`src/rtl/res_pkg.sv`:
```
package res_pkg;
  localparam int DATA_W = 15;
  localparam int GRP_W  = 3;
  localparam int CHAN_W = 4;
  localparam int MUX_W  = 2;
  localparam int WORD_W = 32;

  typedef struct packed {
    logic [DATA_W-1:0] data;
    logic [GRP_W-1:0]  grp;
    logic [CHAN_W-1:0] chan;
    logic [MUX_W-1:0]  mux;
    logic              src;
    logic              cmp;
  } res_tag_t;

  // Field placement is fixed: a downstream reader decodes these positions.
  function automatic logic [WORD_W-1:0] pack_word(input res_tag_t t, input logic valid);
    logic [WORD_W-1:0] w;
    w        = '0;
    w[14:0]  = t.data;
    w[18:16] = t.grp;
    w[23:20] = t.chan;
    w[26:25] = t.mux;
    w[28]    = t.src;
    w[30]    = t.cmp;
    w[31]    = valid;
    return w;
  endfunction
endpackage

```
`src/rtl/res_flags.sv`:
```
module res_flags (
  input  logic clk,
  input  logic rst_n,
  input  logic store_req,
  input  logic wfr,
  input  logic rd_clr,
  input  logic rd_dbg,
  input  logic sw_vclr,
  input  logic ev_clr,
  output logic accept,
  output logic reject,
  output logic valid_q,
  output logic ev_q,
  output logic stall_q
);
  logic valid_d;

  assign accept = store_req && (!wfr || !valid_q);
  assign reject = store_req && wfr && valid_q;

  always_comb begin
    if (sw_vclr)     valid_d = 1'b0;
    else if (accept) valid_d = 1'b1;
    else if (rd_clr) valid_d = 1'b0;
    else             valid_d = valid_q;
  end

  always_ff @(posedge clk or negedge rst_n) begin
    if (!rst_n) begin
      valid_q <= 1'b0;
      ev_q    <= 1'b0;
      stall_q <= 1'b0;
    end else begin
      valid_q <= valid_d;
      if (accept)      ev_q <= 1'b1;
      else if (ev_clr) ev_q <= 1'b0;
      stall_q <= (stall_q || reject) && valid_d && wfr;
    end
  end


  vclr_wins_chk: assert property (@(posedge clk) disable iff (!rst_n)
    sw_vclr |=> !valid_q);

  store_sets_valid_chk: assert property (@(posedge clk) disable iff (!rst_n)
    (accept && !sw_vclr) |=> valid_q);

  stall_needs_valid_chk: assert property (@(posedge clk) disable iff (!rst_n)
    stall_q |-> valid_q);

  dbg_read_keeps_chk: assert property (@(posedge clk) disable iff (!rst_n)
    (rd_dbg && valid_q && !rd_clr && !sw_vclr) |=> valid_q);

  store_sets_event_chk: assert property (@(posedge clk) disable iff (!rst_n)
    accept |=> ev_q);
endmodule

```
`src/rtl/res_store.sv`:
```
module res_store
  import res_pkg::*;
(
  input  logic     clk,
  input  logic     rst_n,
  input  logic     accept,
  input  logic     reject,
  input  res_tag_t din,
  output res_tag_t held
);
  always_ff @(posedge clk or negedge rst_n) begin
    if (!rst_n)      held <= '0;
    else if (accept) held <= din;
  end


  refused_store_hold_chk: assert property (@(posedge clk) disable iff (!rst_n)
    reject |=> $stable(held));
endmodule

```
`src/rtl/res_srq.sv`:
```
module res_srq (
  input  logic clk,
  input  logic rst_n,
  input  logic accept,
  input  logic sren,
  output logic srq_q
);
  always_ff @(posedge clk or negedge rst_n) begin
    if (!rst_n) srq_q <= 1'b0;
    else        srq_q <= accept && sren;
  end


  srq_off_chk: assert property (@(posedge clk) disable iff (!rst_n)
    !sren |=> !srq_q);
endmodule

```
`src/rtl/result_hold_reg.sv`:
```
module result_hold_reg
  import res_pkg::*;
(
  input  logic              clk,
  input  logic              rst_n,
  input  logic              cv_wr,
  input  logic [DATA_W-1:0] cv_data,
  input  logic [GRP_W-1:0]  cv_grp,
  input  logic [CHAN_W-1:0] cv_chan,
  input  logic [MUX_W-1:0]  cv_mux,
  input  logic              cv_src,
  input  logic              cv_cmp,
  output logic              cv_stall,
  input  logic              rd_main,
  input  logic              rd_dbg,
  input  logic              sw_vclr,
  input  logic              ev_clr,
  input  logic              ctrl_we,
  input  logic              ctrl_wfr,
  input  logic              ctrl_sren,
  output logic [WORD_W-1:0] res_word,
  output logic [WORD_W-1:0] dbg_word,
  output logic              ev_flag,
  output logic              srq
);
  logic     wfr_q, sren_q;
  logic     accept, reject, valid_q, ev_q, stall_q, srq_q;
  res_tag_t din, held;

  always_ff @(posedge clk or negedge rst_n) begin
    if (!rst_n) begin
      wfr_q  <= 1'b0;
      sren_q <= 1'b0;
    end else if (ctrl_we) begin
      wfr_q  <= ctrl_wfr;
      sren_q <= ctrl_sren;
    end
  end

  assign din = '{data: cv_data, grp: cv_grp, chan: cv_chan,
                 mux: cv_mux, src: cv_src, cmp: cv_cmp};

  res_flags u_flags (
    .clk(clk), .rst_n(rst_n), .store_req(cv_wr), .wfr(wfr_q),
    .rd_clr(rd_main), .rd_dbg(rd_dbg), .sw_vclr(sw_vclr), .ev_clr(ev_clr),
    .accept(accept), .reject(reject), .valid_q(valid_q), .ev_q(ev_q),
    .stall_q(stall_q)
  );

  res_store u_store (
    .clk(clk), .rst_n(rst_n), .accept(accept), .reject(reject),
    .din(din), .held(held)
  );

  res_srq u_srq (
    .clk(clk), .rst_n(rst_n), .accept(accept), .sren(sren_q), .srq_q(srq_q)
  );

  assign res_word = pack_word(held, valid_q);
  assign dbg_word = res_word;
  assign ev_flag  = ev_q;
  assign srq      = srq_q;
  assign cv_stall = stall_q;


  srq_with_event_chk: assert property (@(posedge clk) disable iff (!rst_n)
    srq |-> ev_flag);

  reserved_zero_chk: assert property (@(posedge clk) disable iff (!rst_n)
    (res_word[15] | res_word[19] | res_word[24] | res_word[27] | res_word[29]) == 1'b0);
endmodule

```
`config.mk`:
```
export PLATFORM = sky130hd
export DESIGN_NAME = result_hold_reg
export DESIGN_NICKNAME = d
export VERILOG_FILES = /design/src/rtl/res_pkg.sv /design/src/rtl/res_flags.sv /design/src/rtl/res_store.sv /design/src/rtl/res_srq.sv /design/src/rtl/result_hold_reg.sv
export SDC_FILE = /design/constraint.sdc
export NUM_CORES = 1
export LEC_CHECK = 0
export BUFFER_PORTS_ARGS = -buffer_cell sky130_fd_sc_hd__buf_2
export CORE_MARGIN = 3
export CORE_UTILIZATION = 32
export DETAILED_ROUTE_END_ITERATION = 12
export GPL_TIMING_DRIVEN = 0
export SLEW_MARGIN = 25
export SYNTH_ARGS = -nofsm -noshare
export SYNTH_HDL_FRONTEND = slang
export SYNTH_SLANG_ARGS = --single-unit
```
`constraint.sdc`:
```
create_clock -name clk -period 1.5 [get_ports clk]
set_clock_uncertainty 0.05 [all_clocks]
set_input_delay 0.15 -clock clk [delete_from_list [all_inputs] [get_ports clk]]
set_output_delay 0.15 -clock clk [all_outputs]
set_load 0.02 [all_outputs]
```
==> results of run 1 <==
worst max-delay path: stages, from the launching register on:
cell     delay [ns]
dfrtp_1        0.41
nand2_1        0.12
nand2_4        0.17
buf_6          0.20
mux2_4         0.31
power breakdown:
group	switching, mW	internal [mW]
combinational	0.458	0.438
sequential	0.0818	0.971
clock	0.319	0.491
total	0.859	1.90
metal layers:
metal	up-vias	share of wire (%)	GRT usage, %	wire [um]
li1	545	-	-	-
met1	535	40	13.6	1350
met3	8	9.9	4.22	334
met5	-	0	0	0
met4	0	2.5	5.24	84
met2	61	47	18.4	1590
layout make-up:
cell class	count	area, um^2	share of cell area, %
Multi-Input combinational cell	48	480	21.2
Sequential cell	32	801	35.3
Buffer	40	308	13.6
Tap cell	65	81.3	3.58
Inverter	1	3.75	0.165
Timing Repair Buffer	94	485	21.4
Clock buffer	5	68.8	3.03
Clock inverter	3	42.5	1.87
registers in the layout (all words and copies together), names as in the netlist:
name             cells
u_flags.ev_q         1
u_srq.srq_q          1
u_flags.valid_q      1
u_flags.stall_q      1
sren_q               1
wfr_q                1
u_store.held        26
timing repair:
action | 4_1_cts | 5_1_grt
endpoints found under the setup margin | 0 | 0
hold endpoints to repair | 34 | 0
hold buffers | 3 | 0
stage by stage:
step	utilization (%)	worst slack [ns]	power (mW)	hold WS (ns)
floorplan	-	0.236	1.68	-0.196
global placement	47.0	0.112	1.96	0.198
detailed placement	47.0	0.101	1.97	0.198
global route	50.1	0.0297	2.92	0.0295
finish	50.1	0.120	2.76	0.0413
CTS	50.1	0.0951	2.81	0.0300
path summary, 6_finish.rpt:
kind / start / to / slack, ns / depth (start not counted)
setup / recovery: u_flags.valid_q / u_store.held[3] / 0.12 / 4
hold / removal: cv_data[13] / u_store.held[24] / 0.04 / 2
setup reg to reg: u_flags.valid_q / u_store.held[3] / 0.12 / 4
hold reg to reg: sren_q / sren_q / 0.48 / 1
max in group asynchronous: rst_n / u_store.held[18] / 0.53 / 2
min in group asynchronous: rst_n / u_store.held[6] / 0.41 / 2
layout by cell type, fill, tap and decap left out:
cell	count
nand2b_1	1
nand2_4	1
o22ai_1	1
clkinvlp_4	1
clkinv_2	1
and3_1	1
buf_4	38
bufinv_16	1
buf_2	91
mux2_2	10
nor2_1	1
buf_6	2
nand2_1	2
inv_1	1
dfrtp_1	32
mux2_4	18
o21ai_0	1
and3b_1	1
dlygate4sd3_1	3
a21oi_1	1
clkbuf_8	5
conb_1	10
kinds of logic after synthesis:
kind of cell,after synthesis
and+or+nand+nor,7
AOI/OAI and AO/OA,3
buffers and inverters,41
other,1
DFF,32
muxes,28
==> results_dict.tcl, run 1 <==
set metrics [dict create \
    areaGrowthSynthToFinish_pct 45.7 \
    leakage_nw 1.27 \
    io_pins 103 \
    grt_pass1_wl_um 4910 \
    synth_most_common_cell "buf_4" \
    die_h_um 75.8 \
    synth_simple_gate_area_share_pct 2.81 \
    fin_cells 288 \
    synthAdderAreaFrac_pct 0 \
    gp_congestion 0.667 \
    synth_area_leader_cell "dfrtp_1" \
    vias 1149 \
    cts-buffers-inserted 5 \
    track_usage_pct 11.5 \
    fillCellCount 416 \
    die_w_um 75.8 \
    power_density_nw_per_um2 1210 \
    drt_wl_total_um 3360 \
    synth_compound_area_share_pct 1.04 \
    endpoint_kind "register" \
    cts_tree "yes" \
    yosysUniqueCellTypes 16 \
    grt_pass1_vias 1054 \
    synth_top_area_share_pct 51.4 \
    grt_antenna_before_repair 0 \
    yosys-top-cells-count "buf_4, dfrtp_1, mux2_4" \
    postCtsSetupRepairBufs 0 \
    route.detailed.drc 0 \
    routedWlPerCell_um 11.7 \
    ys_async_sr_fraction_pct 100 \
    insertion_delay_ns 0.28 \
    period_share_pct 92.0 \
    status "finished clean" \
    firstDrtPassIters 4 \
    first_iter_violations 24 \
    fin_nets 258 \
    core_area_um2 4530 \
    min_path_type "input port to register" \
    clock_path_buffers 2 \
    ir_worst_vdd_v 0.000379 \
    synth_area_per_cell_um2 13.9 \
    initial_core_util_pct 34.4 \
    synth_edf_count 0 \
    synth-xor-area-share_pct 0 \
    synthMuxAreaShare_pct 24.6 \
    drv_cap 0 \
    dpl_cell_area_um2 2130 \
    crit_path_max_fanout 10 \
    hpwl_um 2590 \
    setup_viol 0 \
    worstPathRequired_ns 1.61 \
    grt_max_degree 33 \
    htree_levels 2 \
    synth_top_family_by_area "multiplexers" \
    dp_cells 277 \
    cts_resized 0 \
    ant_nets 0 \
    port_buffers 91 \
    ys.flop_type "dfrtp_1" \
    yosys_warnings 0 \
    timing.fmax_mhz 725 \
    cp-start-kind "register" \
    cts.clk_slew.worst_paths_ns 0.07 \
    rsz0062_at_grt "false" \
    synth_area_um2 1560 \
    synth_cells 112 \
    worst_pin_slew_ns 0.708 \
    setup_tns_ns 0 \
    viasPerCell 3.99 \
    diodes 0 \
    critPathArrivalTime_ns 1.49 \
    clock-sinks 32 \
    min_period_ns 1.38 \
    drive_above_1_share_pct 75.3 \
    slew_viol_final 0 \
    slew_headroom_pct 52.8 \
    synth.area.top_cells "dfrtp_1, buf_4, mux2_4, mux2_2, buf_6" \
    dieArea_um2 5750 \
    path_class "register to register" \
    final_area_um2 2270 \
    ctsRootBufferMaster "clkbuf_8" \
    yosysSeqAreaShare_pct 51.4 \
    num_rows 24 \
    grt-ovfl-total 0 \
    finalHoldViolCount 0 \
    synth-seq-cells 32 \
]
No activity file was read; power rests on OpenSTA's default activity.
==> run 2: changes to the inputs <==
- ABC_AREA: unset -> 1
- CAP_MARGIN: unset -> 20
==> run 2 against run 1 <==
Net effect: synthesized area up 0.80%; core utilization down 0.61 points; critical path depth down 2; synthesized cell count up 60%; clock power down 14%; die area up 0.74%; cell area down 1.2%; flip-flop and latch count unchanged; global-route usage up 1.6 points; critical endpoint is now dbg_word[31].
==> results_dict.tcl, run 2 <==
set metrics [dict create \
    firstDrtPassIters 4 \
    power_density_nw_per_um2 1110 \
    timing.fmax_mhz 828 \
    critical_path.cell_chain "buf_4 -> buf_2" \
    cts.clk_slew.worst_paths_ns 0.06 \
    fin_ws_ns 0.292 \
    crit_path_max_fanout 5 \
    first_iter_violations 55 \
    gp_congestion 0.680 \
    routedWlPerCell_um 10.4 \
    min_path_type "input port to register" \
    final_common_cell "buf_2" \
    slew_viol_final 0 \
    synth.area.top_cells "dfrtp_1, buf_4, nand2_1, nand3_1, inv_1" \
    critPathArrivalTime_ns 1.01 \
    grt-ovfl-total 0 \
    place_ws_ns 0.297 \
    synth_area_leader_cell "dfrtp_1" \
    worstPathRequired_ns 1.30 \
    ys_async_sr_fraction_pct 100 \
    slew_headroom_pct 51.9 \
    die_h_um 76.1 \
    path_class "register to output pin" \
    status "finished clean" \
    period_share_pct 80.5 \
    final_util_pct 49.5 \
    regMostFlops "u_store.held" \
    mostFrequentLayoutCells "buf_2, nand2_1, buf_4" \
    drv_cap 0 \
    ys.flop_type "dfrtp_1" \
    io_pins 103 \
    drive_above_1_share_pct 50.7 \
    synth_area_um2 1570 \
    viasPerCell 4.00 \
    synth_cells 179 \
    final_area_um2 2240 \
    ctsHoldBuffers 1 \
    min_period_ns 1.21 \
    fin_nets 322 \
    largest_reg_flops 26 \
    core_area_um2 4530 \
    dieArea_um2 5790 \
    grt_pass1_wl_um 6190 \
    initial_core_util_pct 34.7 \
    dpl_cell_area_um2 2140 \
    hpwl_um 2790 \
    setup_tns_ns 0 \
    drt_wl_total_um 3660 \
    endpoint_kind "output pin" \
    yosys-top-cells-count "nand2_1, buf_4, dfrtp_1" \
    insertion_delay_ns 0.27 \
    hold_ws_ns 0.00817 \
    critPathSlowestCell "dfrtp_1" \
    num_rows 24 \
    ctsRootBufferMaster "clkbuf_8" \
    grt_antenna_before_repair 0 \
    synth_top_area_share_pct 51.0 \
    htree_levels 2 \
    ir_worst_vdd_v 0.000557 \
    worst_pin_slew_ns 0.721 \
    diodes 0 \
    areaGrowthSynthToFinish_pct 42.8 \
    clock_path_buffers 2 \
    postCtsSetupRepairBufs 0 \
    die_w_um 76.1 \
    setup_viol 0 \
    slowest_delay_ns 0.44 \
    port_buffers 90 \
    grt_pass1_vias 1344 \
    yosysUniqueCellTypes 11 \
    power_mw 2.50 \
    route.detailed.drc 0 \
    synth_area_per_cell_um2 8.78 \
    cts-buffers-inserted 5 \
    clock-sinks 32 \
    leakage_nw 1.38 \
    fillCellCount 476 \
    yosys_warnings 0 \
    dp_cells 343 \
    yosysSeqAreaShare_pct 51.0 \
    grt_max_degree 33 \
    cp-start-kind "register" \
    rsz0062_at_grt "false" \
    finalHoldViolCount 0 \
    synth_edf_count 0 \
    cts_resized 0 \
    ant_nets 0 \
    fin_cells 351 \
    track_usage_pct 13.1 \
    synth-seq-cells 32 \
    synth_most_common_cell "nand2_1" \
    vias 1405 \
    cts_tree "yes" \
]
[run 2: routing by layer]
metal  track usage (%)  vias to the layer above  routed length [um]
li1                  -                      718                   -
met1              15.7                      614                1590
met2              22.0                       71                1710
met3              4.85                        2                 347
met4              3.80                        0                  18
met5                 0                        -                   0
[run 2: worst max-delay path, delay by kind of cell, from the launching register on]
| kind | cells | cell delay [ns] |
|---|---|---|
| buffers and inverters | 2 | 0.30 |
| flip-flops | 1 | 0.44 |
[run 2: cell families (layout without fill, tap and decap cells)]
family / count (synthesis) / count (layout) / synth area share (%)
AND/OR/NAND/NOR: 90 / 90 / 24.5
flip-flops: 32 / 32 / 51.0
other: 1 / 10 / 0.239
AO/OA/AOI/OAI: 3 / 3 / 0.955
buffers and inverters: 53 / 151 / 23.3
[run 2: worst paths after layout]
check                           startpoint               end  cells past startpoint  slack, ns
setup / recovery           u_flags.valid_q      dbg_word[31]                      2       0.29
hold / removal                      ev_clr      u_flags.ev_q                      2      0.008
setup reg to reg           u_flags.valid_q      u_flags.ev_q                      5       0.32
hold reg to reg            u_store.held[1]   u_store.held[1]                      2       0.44
max in group asynchronous            rst_n   u_store.held[5]                      2       0.51
min in group asynchronous            rst_n  u_store.held[17]                      2       0.43
[run 2: area by class of cell]
class / instances / area (um^2) / area share (%)
Inverter: 7 / 26.3 / 1.17
Multi-Input combinational cell: 103 / 438 / 19.5
Timing Repair Buffer: 91 / 460 / 20.5
Tap cell: 65 / 81.3 / 3.63
Clock buffer: 7 / 96.3 / 4.29
Sequential cell: 32 / 801 / 35.7
Buffer: 46 / 340 / 15.2
[run 2: report_power, final]
group          leakage (nW)  internal, mW  switching, mW
logic                 0.938         0.325          0.446
registers             0.393         0.957         0.0729
clock network        0.0503         0.408          0.290
total                  1.38          1.69          0.808
